### src/rtl/sw_pkg.sv
package sw_pkg;

    localparam int SEC_LIMIT = 60;
    localparam int MIN_LIMIT = 60;
    localparam int HR_LIMIT  = 24;

    localparam int SEC_W = $clog2(SEC_LIMIT);
    localparam int MIN_W = $clog2(MIN_LIMIT);
    localparam int HR_W  = $clog2(HR_LIMIT);

    localparam int BTN_TOG = 0;
    localparam int BTN_CLR = 1;
    localparam int BTN_N   = 2;

    typedef struct packed {
        logic run;
    } sw_ctrl_t;

endpackage

### src/rtl/sw_btn_edge.sv
module sw_btn_edge #(
    parameter int STAGES = 2
) (
    input  logic clk,
    input  logic rst_n,
    input  logic btn,
    output logic press
);

    logic [STAGES:0] sh_d, sh_q;

    always_comb begin
        sh_d  = {sh_q[STAGES-1:0], btn};
        press = sh_q[STAGES-1] & ~sh_q[STAGES];
    end

    always_ff @(posedge clk) begin
        if (!rst_n) sh_q <= '0;
        else        sh_q <= sh_d;
    end

endmodule

### src/rtl/sw_tick_gen.sv
module sw_tick_gen #(
    parameter int PRE_DIV = 256,
    parameter int TICKS   = 31250
) (
    input  logic clk,
    input  logic rst_n,
    input  logic en,
    input  logic clr,
    output logic sec_tick
);

    localparam int PW = (PRE_DIV > 1) ? $clog2(PRE_DIV) : 1;
    localparam int TW = (TICKS > 1) ? $clog2(TICKS) : 1;
    localparam logic [PW-1:0] PRE_LAST  = PW'(PRE_DIV - 1);
    localparam logic [TW-1:0] TICK_LAST = TW'(TICKS - 1);

    typedef struct packed {
        logic [PW-1:0] pre;
        logic [TW-1:0] tk;
    } tick_state_t;

    tick_state_t st_d, st_q;
    logic pre_wrap, tick_match;

    always_comb begin
        st_d       = st_q;
        pre_wrap   = (st_q.pre == PRE_LAST);
        tick_match = (st_q.tk == TICK_LAST);
        sec_tick   = en && !clr && pre_wrap && tick_match;
        if (clr) begin
            st_d = '0;
        end else if (en) begin
            if (pre_wrap) begin
                st_d.pre = '0;
                st_d.tk  = tick_match ? '0 : st_q.tk + 1'b1;
            end else begin
                st_d.pre = st_q.pre + 1'b1;
            end
        end
    end

    always_ff @(posedge clk) begin
        if (!rst_n) st_q <= '0;
        else        st_q <= st_d;
    end

endmodule

### src/rtl/sw_wrap_counter.sv
module sw_wrap_counter #(
    parameter int LIMIT = 60,
    parameter int W     = $clog2(LIMIT)
) (
    input  logic         clk,
    input  logic         rst_n,
    input  logic         clr,
    input  logic         inc,
    output logic [W-1:0] val,
    output logic         carry
);

    localparam logic [W-1:0] LAST = W'(LIMIT - 1);

    logic [W-1:0] val_d, val_q;

    always_comb begin
        val_d = val_q;
        carry = inc && !clr && (val_q == LAST);
        if (clr)        val_d = '0;
        else if (carry) val_d = '0;
        else if (inc)   val_d = val_q + 1'b1;
        val = val_q;
    end

    always_ff @(posedge clk) begin
        if (!rst_n) val_q <= '0;
        else        val_q <= val_d;
    end

endmodule

### src/rtl/sw_stopwatch.sv
module sw_stopwatch
    import sw_pkg::*;
#(
    parameter int PRE_DIV = 256,
    parameter int TICKS   = 31250
) (
    input  logic             clk,
    input  logic             rst_n,
    input  logic             btn_toggle,
    input  logic             btn_clear,
    output logic [HR_W-1:0]  hours,
    output logic [MIN_W-1:0] minutes,
    output logic [SEC_W-1:0] seconds,
    output logic             running
);

    logic [BTN_N-1:0] btn_raw, btn_press;
    logic tog_pulse, clr_pulse;
    logic sec_tick, sec_carry, min_carry, hr_carry;
    sw_ctrl_t ctl_d, ctl_q;

    assign btn_raw[BTN_TOG] = btn_toggle;
    assign btn_raw[BTN_CLR] = btn_clear;

    genvar gi;
    generate
        for (gi = 0; gi < BTN_N; gi++) begin : g_btn
            sw_btn_edge #(.STAGES(2)) u_edge (
                .clk  (clk),
                .rst_n(rst_n),
                .btn  (btn_raw[gi]),
                .press(btn_press[gi])
            );
        end
    endgenerate

    assign tog_pulse = btn_press[BTN_TOG];
    assign clr_pulse = btn_press[BTN_CLR];

    always_comb begin
        ctl_d = ctl_q;
        if (tog_pulse && !clr_pulse) ctl_d.run = ~ctl_q.run;
    end

    always_ff @(posedge clk) begin
        if (!rst_n) ctl_q <= '0;
        else        ctl_q <= ctl_d;
    end

    assign running = ctl_q.run;

    sw_tick_gen #(.PRE_DIV(PRE_DIV), .TICKS(TICKS)) u_tick (
        .clk     (clk),
        .rst_n   (rst_n),
        .en      (ctl_q.run),
        .clr     (clr_pulse),
        .sec_tick(sec_tick)
    );

    sw_wrap_counter #(.LIMIT(SEC_LIMIT), .W(SEC_W)) u_sec (
        .clk  (clk),
        .rst_n(rst_n),
        .clr  (clr_pulse),
        .inc  (sec_tick),
        .val  (seconds),
        .carry(sec_carry)
    );

    sw_wrap_counter #(.LIMIT(MIN_LIMIT), .W(MIN_W)) u_min (
        .clk  (clk),
        .rst_n(rst_n),
        .clr  (clr_pulse),
        .inc  (sec_carry),
        .val  (minutes),
        .carry(min_carry)
    );

    sw_wrap_counter #(.LIMIT(HR_LIMIT), .W(HR_W)) u_hr (
        .clk  (clk),
        .rst_n(rst_n),
        .clr  (clr_pulse),
        .inc  (min_carry),
        .val  (hours),
        .carry(hr_carry)
    );

endmodule

### config.mk
export PLATFORM = sky130hd
export DESIGN_NAME = sw_stopwatch
export DESIGN_NICKNAME = d
export VERILOG_FILES = /design/src/rtl/sw_pkg.sv /design/src/rtl/sw_btn_edge.sv /design/src/rtl/sw_tick_gen.sv /design/src/rtl/sw_wrap_counter.sv /design/src/rtl/sw_stopwatch.sv
export SDC_FILE = /design/constraint.sdc
export NUM_CORES = 1
export LEC_CHECK = 0
export ABC_AREA = 1
export BUFFER_PORTS_ARGS = -buffer_cell sky130_fd_sc_hd__buf_4
export CORE_MARGIN = 2
export CORE_UTILIZATION = 57
export CTS_CLUSTER_SIZE = 28
export DETAILED_ROUTE_END_ITERATION = 10
export PLACE_DENSITY = 0.86
export SLEW_MARGIN = 10
export SYNTH_ARGS = -nofsm -noshare
export SYNTH_HDL_FRONTEND = slang
export SYNTH_HIERARCHICAL = 1
export SYNTH_SLANG_ARGS = --single-unit
### constraint.sdc
create_clock -name clk -period 3.7 [get_ports clk]
set_input_delay 0.74 -clock clk [delete_from_list [all_inputs] [get_ports clk]]
set_output_delay 0.74 -clock clk [all_outputs]
set_load 0.01 [all_outputs]
### Word-level counts from Yosys, hierarchy flattened

Index checks and enable logic that the tools add are counted.

| word-level totals | value |
|---|---|
| flip-flop bits (word level) | 47 |
| word-level logic and storage cells | 42 |

| cells by class | value |
|---|---|
| bitwise logic cells | 6 |
| reductions and logical operators | 16 |
| equal/unequal tests | 5 |
| multiplexer cells | 2 |
| add/sub/neg operators | 5 |

Operators by type and width:

| operator | number |
|---|---|
| $add A15 B1 Y15 const B | 1 |
| $eq A15 B15 Y1 const B | 1 |
| $mux W15 | 1 |
| $add A6 B1 Y6 const B | 2 |
| $eq A6 B6 Y1 const B | 2 |
| $logic_and A1 B1 Y1 | 10 |
| $reduce_or A3 Y1 | 3 |
| $add A8 B1 Y8 const B | 1 |
| $eq A8 B8 Y1 const B | 1 |
| $mux W8 | 1 |
| $add A5 B1 Y5 const B | 1 |
| $eq A5 B5 Y1 const B | 1 |
| $not A1 Y1 | 4 |
| $and A1 B1 Y1 | 2 |
| $reduce_and A2 Y1 | 1 |
| $reduce_or A2 Y1 | 1 |
| $logic_not A1 Y1 | 1 |

### Longest topological paths before layout

Gate-level depths: netlist of run 1.

| depth | value |
|---|---|
| depth after elaboration | 13 |
| depth in mapped cells | 21 |
| depth with buffers taken out | 21 |

### Hierarchy

The synthesis of run 1 kept the hierarchy.

By module, submodules not included:

| module | cells an instance | times used | area each (µm²) | seq. area each (µm²) |
|---|---|---|---|---|
| sw_tick_gen | 186 | 1 | 1257.5 | 460.4 |
| sw_wrap_counter at u_min ... | 46 | 2 | 315.3 | 120.1 |
| sw_wrap_counter at u_hr | 38 | 1 | 265.3 | 100.1 |
| sw_btn_edge | 11 | 2 | 92.6 | 60.1 |
| sw_stopwatch | 6 | 1 | 46.3 | 20.0 |

### Worst setup path after synthesis of run 1

Ideal clock, no wire load.

| path | value |
|---|---|
| path type | register -> register |
| from | reg ctl_q, in the netlist running |
| to | reg u_hr.val_q[4], in the netlist u_hr/val[4] |
| stages on the path, launching flop included | 19 |
| path slack | 892 ps |
| buffers on the path | 1 |
| library setup time | 114 ps |
| arrival time | 2694 ps |
| required time | 3586 ps |
| cells stage by stage | dfxtp_1 > nand2_2 > nor2_4 > nand2_4 > buf_6 > nor3_1 > inv_1 > nor2_1 > nand3_1 > inv_1 > inv_1 > nor2_1 > nand3_1 > inv_1 > inv_2 > nor2_2 > nand3_2 > nand2_2 > nor2_1 |

| on the way | value |
|---|---|
| cells in the longest elaborated chain, start to end | 10 |

RTL lines:

| element | line | RTL |
|---|---|---|
| from (decl) | sw_stopwatch.sv:20 | `sw_ctrl_t ctl_d, ctl_q;` |
| from (signal assigned) | sw_stopwatch.sv:47 | `else ctl_q <= ctl_d;` |
| $logic_and A1 B1 Y1 * (3 in series) | sw_tick_gen.sv:29 | `sec_tick = en && !clr && pre_wrap && tick_match;` |
| net sec_tick | sw_stopwatch.sv:19 | `logic sec_tick, sec_carry, min_carry, hr_carry;` |
| $logic_and A1 B1 Y1 * (2 in series) | sw_wrap_counter.sv:19 | `carry = inc && !clr && (val_q == LAST);` |
| net sec_carry | sw_stopwatch.sv:19 |  |
| $logic_and A1 B1 Y1 * (2 in series) | sw_wrap_counter.sv:19 |  |
| net min_carry | sw_stopwatch.sv:19 |  |
| $logic_and A1 B1 Y1 (2 in series) | sw_wrap_counter.sv:19 |  |
| $reduce_or A3 Y1 (no source line) | - |  |
| to (signal assigned) | sw_wrap_counter.sv:28 | `else val_q <= val_d;` |
| to (decl) | sw_wrap_counter.sv:15 | `logic [W-1:0] val_d, val_q;` |

Mark *: on every way through the listed nets, which the timed path passes. The rest lies on a longest branch.
A chain may end at the register's enable or synchronous reset.

### Worst setup path in the final report of run 1

| path | value |
|---|---|
| from | reg ctl_q, in the netlist running |
| to | reg u_hr.val_q[1], in the netlist u_hr/val[1] |

The elaborated chain is that of the path after synthesis.

==> metrics.md, run 1 <==
| Metric | Value |
|---|---|
| Status | `completed` |
| Ys Warns | `6` |
| DRT antenna net count | `0` |
| Register area | `941 um2` |
| Worst slew pin tran | `0.381 ns` |
| CTS tree | `yes` |
| Initial detailed-routing violation count | `86` |
| Hold WS | `0.424 ns` |
| R2R Path End | `u_hr/val[1]` |
| Crit end category | `register` |
| Startpoint Class | `register` |
| Die width | `68.6 um` |
| WHS Path Cells | `2` |
| Row count | `23` |
| Syn avg cell area | `6.94 um2` |
| Max Slew Vio Count | `0` |
| Later-pin clock latency in the skew report | `0.30 ns` |
| Multi-input logic area | `1230 um2` |
| Number of I/O pins | `22` |
| Setup TNS | `0 ns` |
| Max Cap Viol | `0` |
| Syn nets | `353` |
| Die area | `4710 um2` |
| Initial antenna violation count | `0` |
| Kind of critical path | `register to register` |
| Reg-to-reg slack, setup | `0.86 ns` |
| Clock sink count | `47` |
| Final setup fails | `0` |
| Final instance area | `2700 um2` |
| Chip height | `68.6 um` |
| PwrDens | `334 nW/um2` |
| Period utilization | `76.6%` |
| DR DRC count | `0` |
| Area growth syn-to-layout | `13.4%` |
| CORE AREA | `4000 um2` |
| Vias per Instance | `4.87` |
| Post-cts resize count | `0` |
| RR Startpoint | `running` |
| Hold Crit Class | `register to register` |
| WL per Instance | `10.5 um` |
| RSZ-0062 raised after global routing | `false` |
| Clock period minus worst slack | `2.84 ns` |
| Routability cong. | `0.838` |
| Final Hold Fails | `0` |
| Hold path endpoint | `g_btn[0].u_edge/sh_q[1]` |
| Cells after synthesis | `343` |
| Max Buffers Root-to-Sink | `2` |
| Placed inst area | `2600 um2` |
| PnR worst setup slack | `0.864 ns` |
| Mapped Area | `2380 um2` |
| Initial core utilization | `59.5%` |
| DR pass1 iterations | `4` |
| Slew headroom | `74.5%` |
| N_diodes | `0` |
| Post-Route WL | `4430 um` |
| # hold bufs at CTS | `0` |
| CTS Buf Count | `5` |
| Worst-path clk slew | `0.08 ns` |
| Root Buffer | `clkbuf_8` |
| Largest net degree at the start of global routing | `14` |
| Peak supply drop | `0.256 mV` |
| Htree depth | `2` |
| Max FO, Critical Path | `12` |
| Fill cells | `331` |
| Grt total ovfl | `0` |
| Pleak | `1.23 nW` |
| Total GRT Usage | `21.6%` |
| DP Worst Slack | `0.925 ns` |
| Layout cells sized above 1 | `15.1%` |
| Final Skew | `0.00644 ns` |
| Hpwl dp | `3330 um` |
| First-pass GRT wire length | `7630 um` |
| Post-CTS setup buffer count | `0` |
| R2R cell count | `18` |
| Final nets | `381` |
| Port Buf Inserts | `21` |
| Worst endpoint data arrival time | `3.02 ns` |
| Via count | `2051` |
| HP Start | `g_btn[0].u_edge/sh_q[0]` |
| Power Total | `902 uW` |
| Req. time, crit path | `3.89 ns` |
| Number of global-route vias before repair | `1812` |
| Fmax | `0.353 GHz` |
## through the flow
| stage | cells | util [%] |
|---|---|---|
| after detailed placement | 414 | 64.9 |
| after CTS | 421 | 67.5 |
| after global placement | 414 | 64.9 |
| after global routing | 421 | 67.5 |
| after floorplan | 343 | - |
| final | 421 | 67.5 |
## final cells by class
cell class	instances	area share, %
repair buffers	22	6.12
well taps	50	2.32
multi-input cells	243	45.5
inverters	52	7.41
flip-flops and latches	47	34.8
clock inverters	1	1.11
clock buffers	6	2.69
## report_power, final
part	switching (mW)	internal (mW)	total, mW	leakage, nW
sequential	0.00304	0.510	0.513	0.380
clock	0.162	0.198	0.360	0.0513
combinational	0.0200	0.00925	0.0292	0.795
total	0.185	0.717	0.902	1.23
## worst max-delay path, cell delays in order (launching register included)
cell     delay [ns]
dfxtp_1        0.48
nand2_2        0.14
nor2_4         0.16
nand2_4        0.17
nor3_1         0.22
buf_4          0.18
inv_1          0.04
nor2_1         0.09
nand3_1        0.13
inv_1          0.21
inv_1          0.06
nor2_1         0.10
nand3_1        0.13
inv_1          0.20
inv_2          0.07
nor2_2         0.09
nand3_2        0.07
nand2_2        0.12
nor2_1         0.06
## metal layers
metal	track usage [%]	wire length [um]	vias up	share of wire [%]
met4	8.50	58	0	1.3
li1	-	-	1097	-
met5	0	0	-	0
met3	5.19	188	5	4.2
met2	36.9	2190	32	49
met1	25.9	1990	917	45
## how the worst max path moves through the flow
stage | start | to | slack (ns) | depth (start not counted)
3_5_place_dp | running | u_hr/val[4] | 0.92 | 18
2_1_floorplan | running | u_hr/val[4] | 0.91 | 18
5_1_grt | running | u_hr/val[3] | 0.56 | 18
6_report | running | u_hr/val[1] | 0.86 | 18
3_3_place_gp | u_tick/st_q[15] | u_hr/val[4] | 1.11 | 19
4_1_cts | running | u_hr/val[1] | 0.86 | 18
## cell usage in the layout, fill, tap and decap left out
master      n
a21boi_0    1
o21bai_1    4
nor2_1     70
dfxtp_1    47
nor2_4      3
xor2_1      6
a21o_1      1
nor2_8      1
nor4_1      1
mux2i_1     2
nand2_1    87
ha_1        6
nor2_2      8
clkbuf_8    5
buf_4      22
xnor2_1     6
inv_6       1
o21ai_1     1
clkbuf_1    1
nor3b_1     1
nand4_1     2
inv_2       1
nand3_2     3
nand3_1    11
nand2_2     9
nand2_4     1
a21oi_1     8
nor3_1      4
nor3b_2     1
or2_0       1
bufinv_16   1
o22ai_1     2
inv_1      50
o21ai_0     3
## registers in the layout, summed over array words and instances, names as in the netlist
signal,cells
u_sec/val,6
g_btn.u_edge/sh_q,6
u_hr/val,5
u_tick/st_q,23
u_min/val,6
running,1
(Power assumes the default switching activity.)
==> inputs of run 2 (changes only) <==
==> constraint.sdc (replaced) <==
create_clock -name clk -period 2.93 [get_ports clk]
set_input_delay 0.586 -clock clk [delete_from_list [all_inputs] [get_ports clk]]
set_output_delay 0.586 -clock clk [all_outputs]
set_load 0.01 [all_outputs]
==> metrics.md, run 2 (synthesized netlist as in run 1, its figures left out) <==
| Metric | Value |
|---|---|
| Port Buf Inserts | `21 (unchanged)` |
| Worst-path clk slew | `0.09 ns (was 0.08 ns)` |
| Later-pin clock latency in the skew report | `0.30 ns (about the same)` |
| Critical path's largest stage delay | `0.37 ns (was 0.48 ns)` |
| Clock period minus worst slack | `2.62 ns (was 2.84 ns)` |
| Number of global-route vias before repair | `1890 (was 1812)` |
| Initial core utilization | `59.5% (unchanged)` |
| Commonest non-fill, non-tap cell in the layout | `nand2_1 (unchanged)` |
| First-pass GRT wire length | `7650 um (was 7630 um)` |
| N_diodes | `0 (unchanged)` |
| Setup TNS | `0 ns (unchanged)` |
| Pleak | `1.23 nW (about the same)` |
| Hpwl dp | `3330 um (about the same)` |
| Fmax | `0.382 GHz (was 0.353 GHz)` |
| Fill cells | `348 (was 331)` |
| Chip height | `68.6 um (unchanged)` |
| Final Skew | `0.00582 ns (was 0.00644 ns)` |
| Critical path's slowest cell | `dfxtp_1 (unchanged)` |
| Htree depth | `2 (unchanged)` |
| Initial detailed-routing violation count | `60 (was 86)` |
| Largest net degree at the start of global routing | `16 (was 14)` |
| Worst endpoint data arrival time | `2.81 ns (was 3.02 ns)` |
| Via count | `2037 (was 2051)` |
| Grt total ovfl | `0 (unchanged)` |
| Period utilization | `89.4% (was 76.6%)` |
| Layout cells sized above 1 | `16.1% (was 15.1%)` |
| DR pass1 iterations | `4 (unchanged)` |
| Power Total | `1.16 mW (was 902 uW)` |
| Clock sink count | `47 (unchanged)` |
| Largest Register | `u_tick/st_q (unchanged)` |
| CORE AREA | `4000 um2 (unchanged)` |
| PwrDens | `427 nW/um2 (was 334 nW/um2)` |
| CTS tree | `yes (unchanged)` |
| RR Startpoint | `u_tick/st_q[15] (was running)` |
| Max FO, Critical Path | `12 (unchanged)` |
| Status | `completed (unchanged)` |
| Post-CTS setup buffer count | `0 (unchanged)` |
| Crit-path leading delay family | `simple AND/OR/NAND/NOR gates (unchanged)` |
| DRT antenna net count | `0 (unchanged)` |
| Worst slew pin tran | `0.404 ns (was 0.381 ns)` |
| HP Start | `g_btn[1].u_edge/sh_q[0] (was g_btn[0].u_edge/sh_q[0])` |
| Buffers and inverters on the worst path | `5 (was 6)` |
| DR DRC count | `0 (unchanged)` |
| Peak supply drop | `0.342 mV (was 0.256 mV)` |
| WL per Instance | `10.4 um (was 10.5 um)` |
| Row count | `23 (unchanged)` |
| Max Cap Viol | `0 (unchanged)` |
| Max FFs per register | `23 (unchanged)` |
| Root Buffer | `clkbuf_8 (unchanged)` |
| Req. time, crit path | `3.13 ns (was 3.89 ns)` |
| Crit end category | `register (unchanged)` |
| Slew headroom | `73.1% (was 74.5%)` |
| Initial antenna violation count | `0 (unchanged)` |
| CP dominant cell by count | `inv_1 (unchanged)` |
| Post-Route WL | `4390 um (was 4430 um)` |
| Final Hold Fails | `0 (unchanged)` |
| Area growth syn-to-layout | `14.1% (was 13.4%)` |
| Die width | `68.6 um (unchanged)` |
| Final setup fails | `0 (unchanged)` |
| Hold WS | `0.422 ns (was 0.424 ns)` |
| Kind of critical path | `register to register (unchanged)` |
| RSZ-0062 raised after global routing | `false (unchanged)` |
| Hold Crit Class | `register to register (unchanged)` |
| Startpoint Class | `register (unchanged)` |
| Number of I/O pins | `22 (unchanged)` |
| Post-cts resize count | `0 (unchanged)` |
| Worst path cell trace | `ha_1 > nand2_2 > nor2_4 > nand2_4 > nor3_2 > inv_1 > nor2_1 > nand3_1 > inv_1 > inv_1 > nor2_1 > nand3_1 > inv_1 > inv_2 > nor2_2 > nand3_2 > nand2_2 > nor2_1 (was nand2_2 > nor2_4 > nand2_4 > nor3_1 > buf_4 > inv_1 > nor2_1 > nand3_1 > inv_1 > inv_1 > nor2_1 > nand3_1 > inv_1 > inv_2 > nor2_2 > nand3_2 > nand2_2 > nor2_1)` |
| Final nets | `381 (unchanged)` |
| Vias per Instance | `4.83 (was 4.87)` |
| Die area | `4710 um2 (unchanged)` |
| Routability cong. | `0.844 (was 0.838)` |
| Commonest non-fill, non-tap cells in the layout | `nand2_1 (87), nor2_1 (70), inv_1 (50), dfxtp_1 (46), buf_4 (22) (was nand2_1 (87), nor2_1 (70), inv_1 (50), dfxtp_1 (47), buf_4 (22))` |
| Max Slew Vio Count | `0 (unchanged)` |
| # hold bufs at CTS | `0 (unchanged)` |
| CP startpoint | `u_tick/st_q[15] (was running)` |
| Max Buffers Root-to-Sink | `2 (unchanged)` |
| Total GRT Usage | `21.6% (about the same)` |
| CTS Buf Count | `5 (unchanged)` |
## run 2: changes by cell type in the layout (fill, tap and decap cells not counted)
cell / change
clkbuf_1: -1
clkinv_2: +1
clkinv_4: +1
dfxtp_1: -1
dfxtp_2: +1
nor3_1: -1
nor3_2: +1
## run 2: area by class of cell
class / instances / area, um2 / area share [%]
Inverter: 52 / 200 / 7.37
Tap cell: 50 / 62.6 / 2.30
Clock inverter: 3 / 43.8 / 1.61
Timing Repair Buffer: 22 / 165 / 6.08
Multi-Input combinational cell: 243 / 1230 / 45.4
Sequential cell: 47 / 942 / 34.7
Clock buffer: 5 / 68.8 / 2.53
## run 2: layer usage
metal / global-route usage (%) / wire (um) / up-vias
li1: - / - / 1101
met1: 24.5 / 2010 / 896
met2: 36.8 / 2160 / 30
met3: 5.84 / 152 / 10
met4: 11.0 / 71 / 0
met5: 0 / 0 / -
## run 2: final timing paths
path | endpoint | slack [ns] | cells after the start
hold reg to reg | g_btn[1].u_edge/sh_q[1] | 0.42 | 2
setup reg to reg | u_hr/val[0] | 0.31 | 18
hold / removal | g_btn[1].u_edge/sh_q[1] | 0.42 | 2
setup / recovery | u_hr/val[0] | 0.31 | 18
## run 2: tightest hold or removal path, cell delays in order, from the launching register on
cell and delay, ns:
dfxtp_1 0.30, nand2_1 0.05, inv_1 0.03
## run 2: stage by stage
stage | cells | setup WS, ns | utilization (%) | instance area (um2)
finish | 422 | 0.311 | 67.9 | 2720
floorplan | 343 | 0.136 | - | 2380
CTS | 422 | 0.254 | 67.8 | 2710
global placement | 414 | 0.430 | 64.9 | 2600
global route | 422 | 0.0285 | 67.9 | 2720
detailed placement | 414 | 0.327 | 64.9 | 2600
## run 2: power by group
part	internal (mW)	switching [mW]
clock network	0.254	0.222
registers	0.644	0.00364
logic	0.0117	0.0257
total	0.909	0.251
==> inputs of run 3 (changes only) <==
--- a/config.mk
+++ b/config.mk
@@ -5,7 +5,6 @@
 export SDC_FILE = /design/constraint.sdc
 export NUM_CORES = 1
 export LEC_CHECK = 0
-export ABC_AREA = 1
 export BUFFER_PORTS_ARGS = -buffer_cell sky130_fd_sc_hd__buf_4
 export CORE_MARGIN = 2
 export CORE_UTILIZATION = 57
==> metrics.md, run 3 <==
| Metric | Value |
|---|---|
| Internal cell power | `836 uW (was 909 uW)` |
| CTS tree | `yes (unchanged)` |
| Hold Crit Class | `register to register (unchanged)` |
| WHS Path Cells | `1 (was 2)` |
| Peak supply drop | `0.276 mV (was 0.342 mV)` |
| Grt total ovfl | `0 (unchanged)` |
| Fmax | `0.347 GHz (was 0.382 GHz)` |
| Multi-input logic area | `1240 um2 (was 1230 um2)` |
| Largest Register | `u_tick/st_q (unchanged)` |
| Routability cong. | `0.818 (was 0.844)` |
| Number of I/O pins | `22 (unchanged)` |
| DR DRC count | `0 (unchanged)` |
| Vias per Instance | `5.73 (was 4.83)` |
| Port Buf Inserts | `21 (unchanged)` |
| Initial core utilization | `59.4% (was 59.5%)` |
| Later-pin clock latency in the skew report | `0.30 ns (about the same)` |
| Max FFs per register | `23 (unchanged)` |
| Final setup fails | `0 (unchanged)` |
| Htree depth | `2 (unchanged)` |
| Kind of critical path | `register to register (unchanged)` |
| Switching Fraction | `24.1% (was 21.6%)` |
| Final nets | `284 (was 381)` |
| Worst endpoint data arrival time | `3.12 ns (was 2.81 ns)` |
| HP Start | `g_btn[1].u_edge/sh_q[0] (unchanged)` |
| DR pass1 iterations | `4 (unchanged)` |
| Hpwl dp | `3020 um (was 3330 um)` |
| R2R cell count | `10 (was 18)` |
| Crit end category | `register (unchanged)` |
| Worst-path clk slew | `0.09 ns (about the same)` |
| Largest net degree at the start of global routing | `18 (was 16)` |
| Max Buffers Root-to-Sink | `2 (unchanged)` |
| Area growth syn-to-layout | `21.0% (was 14.1%)` |
| Reg-to-reg slack, setup | `0.05 ns (was 0.31 ns)` |
| Max Slew Vio Count | `0 (unchanged)` |
| Max FO, Critical Path | `3 (was 12)` |
| Syn avg cell area | `9.32 um2 (was 6.94 um2)` |
| Power share of the combinational group | `3.6% (was 3.2%)` |
| Cells after synthesis | `235 (was 343)` |
| CORE AREA | `3690 um2 (was 4000 um2)` |
| First-pass GRT wire length | `7520 um (was 7650 um)` |
| Chip height | `66.0 um (was 68.6 um)` |
| R2R Path End | `u_hr/val[4] (was u_hr/val[0])` |
| Worst slew pin tran | `0.609 ns (was 0.404 ns)` |
| CTS Buf Count | `5 (unchanged)` |
| Total GRT Usage | `22.3% (was 21.6%)` |
| Commonest non-fill, non-tap cell in the layout | `dfxtp_1 (was nand2_1)` |
| Die area | `4350 um2 (was 4710 um2)` |
| Startpoint Class | `register (unchanged)` |
| Die width | `66.0 um (was 68.6 um)` |
| Layout cells sized above 1 | `24.4% (was 16.1%)` |
| Syn nets | `245 (was 353)` |
| Slew headroom | `59.4% (was 73.1%)` |
| Post-Route WL | `4480 um (was 4390 um)` |
| # hold bufs at CTS | `0 (unchanged)` |
| Clock share of power | `37.7% (was 41.0%)` |
| Register area | `941 um2 (was 942 um2)` |
| Clock sink count | `47 (unchanged)` |
| DP Worst Slack | `0.0333 ns (was 0.327 ns)` |
| Ys Warns | `6 (unchanged)` |
| Initial detailed-routing violation count | `86 (was 60)` |
| Final Hold Fails | `0 (unchanged)` |
| Mapped Area | `2190 um2 (was 2380 um2)` |
| Max Cap Viol | `0 (unchanged)` |
| RR Startpoint | `u_tick/st_q[5] (was u_tick/st_q[15])` |
| Pleak | `0.955 nW (was 1.23 nW)` |
| Row count | `22 (was 23)` |
| Hold WS | `0.448 ns (was 0.422 ns)` |
| Via count | `1852 (was 2037)` |
| Number of global-route vias before repair | `1741 (was 1890)` |
| Status | `completed (unchanged)` |
| Clock period minus worst slack | `2.88 ns (was 2.62 ns)` |
| Seq pwr share | `58.7% (was 55.8%)` |
| Req. time, crit path | `3.17 ns (was 3.13 ns)` |
| Final Skew | `0.00299 ns (was 0.00582 ns)` |
| N_diodes | `0 (unchanged)` |
| Fill cells | `271 (was 348)` |
| Commonest non-fill, non-tap cells in the layout | `dfxtp_1 (47), buf_4 (37), nor2_1 (27), nand2_1 (21) (was nand2_1 (87), nor2_1 (70), inv_1 (50), dfxtp_1 (46), buf_4 (22))` |
| Switch Pwr | `266 uW (was 251 uW)` |
| DRT antenna net count | `0 (unchanged)` |
| Period utilization | `98.2% (was 89.4%)` |
| PnR worst setup slack | `0.0518 ns (was 0.311 ns)` |
| Power Total | `1.10 mW (was 1.16 mW)` |
| WL per Instance | `13.9 um (was 10.4 um)` |
| PwrDens | `416 nW/um2 (was 427 nW/um2)` |
| RSZ-0062 raised after global routing | `true (was false)` |
| Initial antenna violation count | `0 (unchanged)` |
| Hold path endpoint | `g_btn[1].u_edge/sh_q[1] (unchanged)` |
| Root Buffer | `clkbuf_8 (unchanged)` |
==> run 3: worst max-delay path by stage <==
stage | startpoint | endpoint | slack [ns] | cells past startpoint
after CTS | u_tick/st_q[5] | u_hr/val[4] | 0.05 | 10
after detailed placement | u_tick/st_q[5] | u_hr/val[4] | 0.03 | 10
after global routing | u_tick/st_q[5] | u_hr/val[4] | -0.09 | 10
final | u_tick/st_q[5] | u_hr/val[4] | 0.05 | 10
after floorplan | u_tick/st_q[5] | u_hr/val[4] | -0.26 | 10
after global placement | u_tick/st_q[5] | u_hr/val[4] | 0.1 | 10
==> run 3: per-stage QoR <==
stage | utilization, % | TNS (ns) | instance area, um2 | cells
finish | 71.8 | 0 | 2650 | 323
global route | 71.8 | -0.256 | 2650 | 323
CTS | 70.8 | 0 | 2610 | 319
detailed placement | 67.9 | 0 | 2510 | 310
global placement | 67.9 | 0 | 2510 | 310
floorplan | - | -0.836 | 2230 | 235
==> run 3: metal layers <==
| metal | global-route usage (%) | vias up | routed length [um] |
|---|---|---|---|
| li1 | - | 919 | - |
| met1 | 26.2 | 872 | 1990 |
| met2 | 39.3 | 51 | 2230 |
| met3 | 5.96 | 10 | 195 |
| met4 | 7.40 | 0 | 63 |
| met5 | 0 | - | 0 |
==> run 3: area by class of cell <==
type,count,area share [%]
sequential,47,35.5
clock buffer,5,2.60
timing repair buffer,37,10.5
tap,48,2.27
multi-input combinational,175,47.0
inverter,8,1.13
clock inverter,3,1.04
==> run 3: repair_timing <==
action | CTS | global route
pin swaps | 1 | 4
setup endpoints to repair | 1 | 9
buffers inserted | 1 | 4
gates resized for setup | 0 | 1
==> run 3: critical path, stage by stage, from the launching register on <==
cell and delay [ns]:
dfxtp_1 0.32, or4b_1 0.51, or4_4 0.59, nor3_4 0.17
nand2_2 0.10, nor4_4 0.18, nand2_2 0.13, nor4_4 0.18
nand3_2 0.15, or3b_1 0.38, a21oi_2 0.12
==> run 3: power by group through the flow <==
stage	Clock, mW	Sequential (mW)	Combinational [mW]
after floorplan	0	0.661	0.0264
after global placement	0	0.661	0.0375
after detailed placement	0	0.662	0.0384
after CTS	0.429	0.647	0.0385
after global routing	0.458	0.647	0.0444
final	0.416	0.647	0.0396
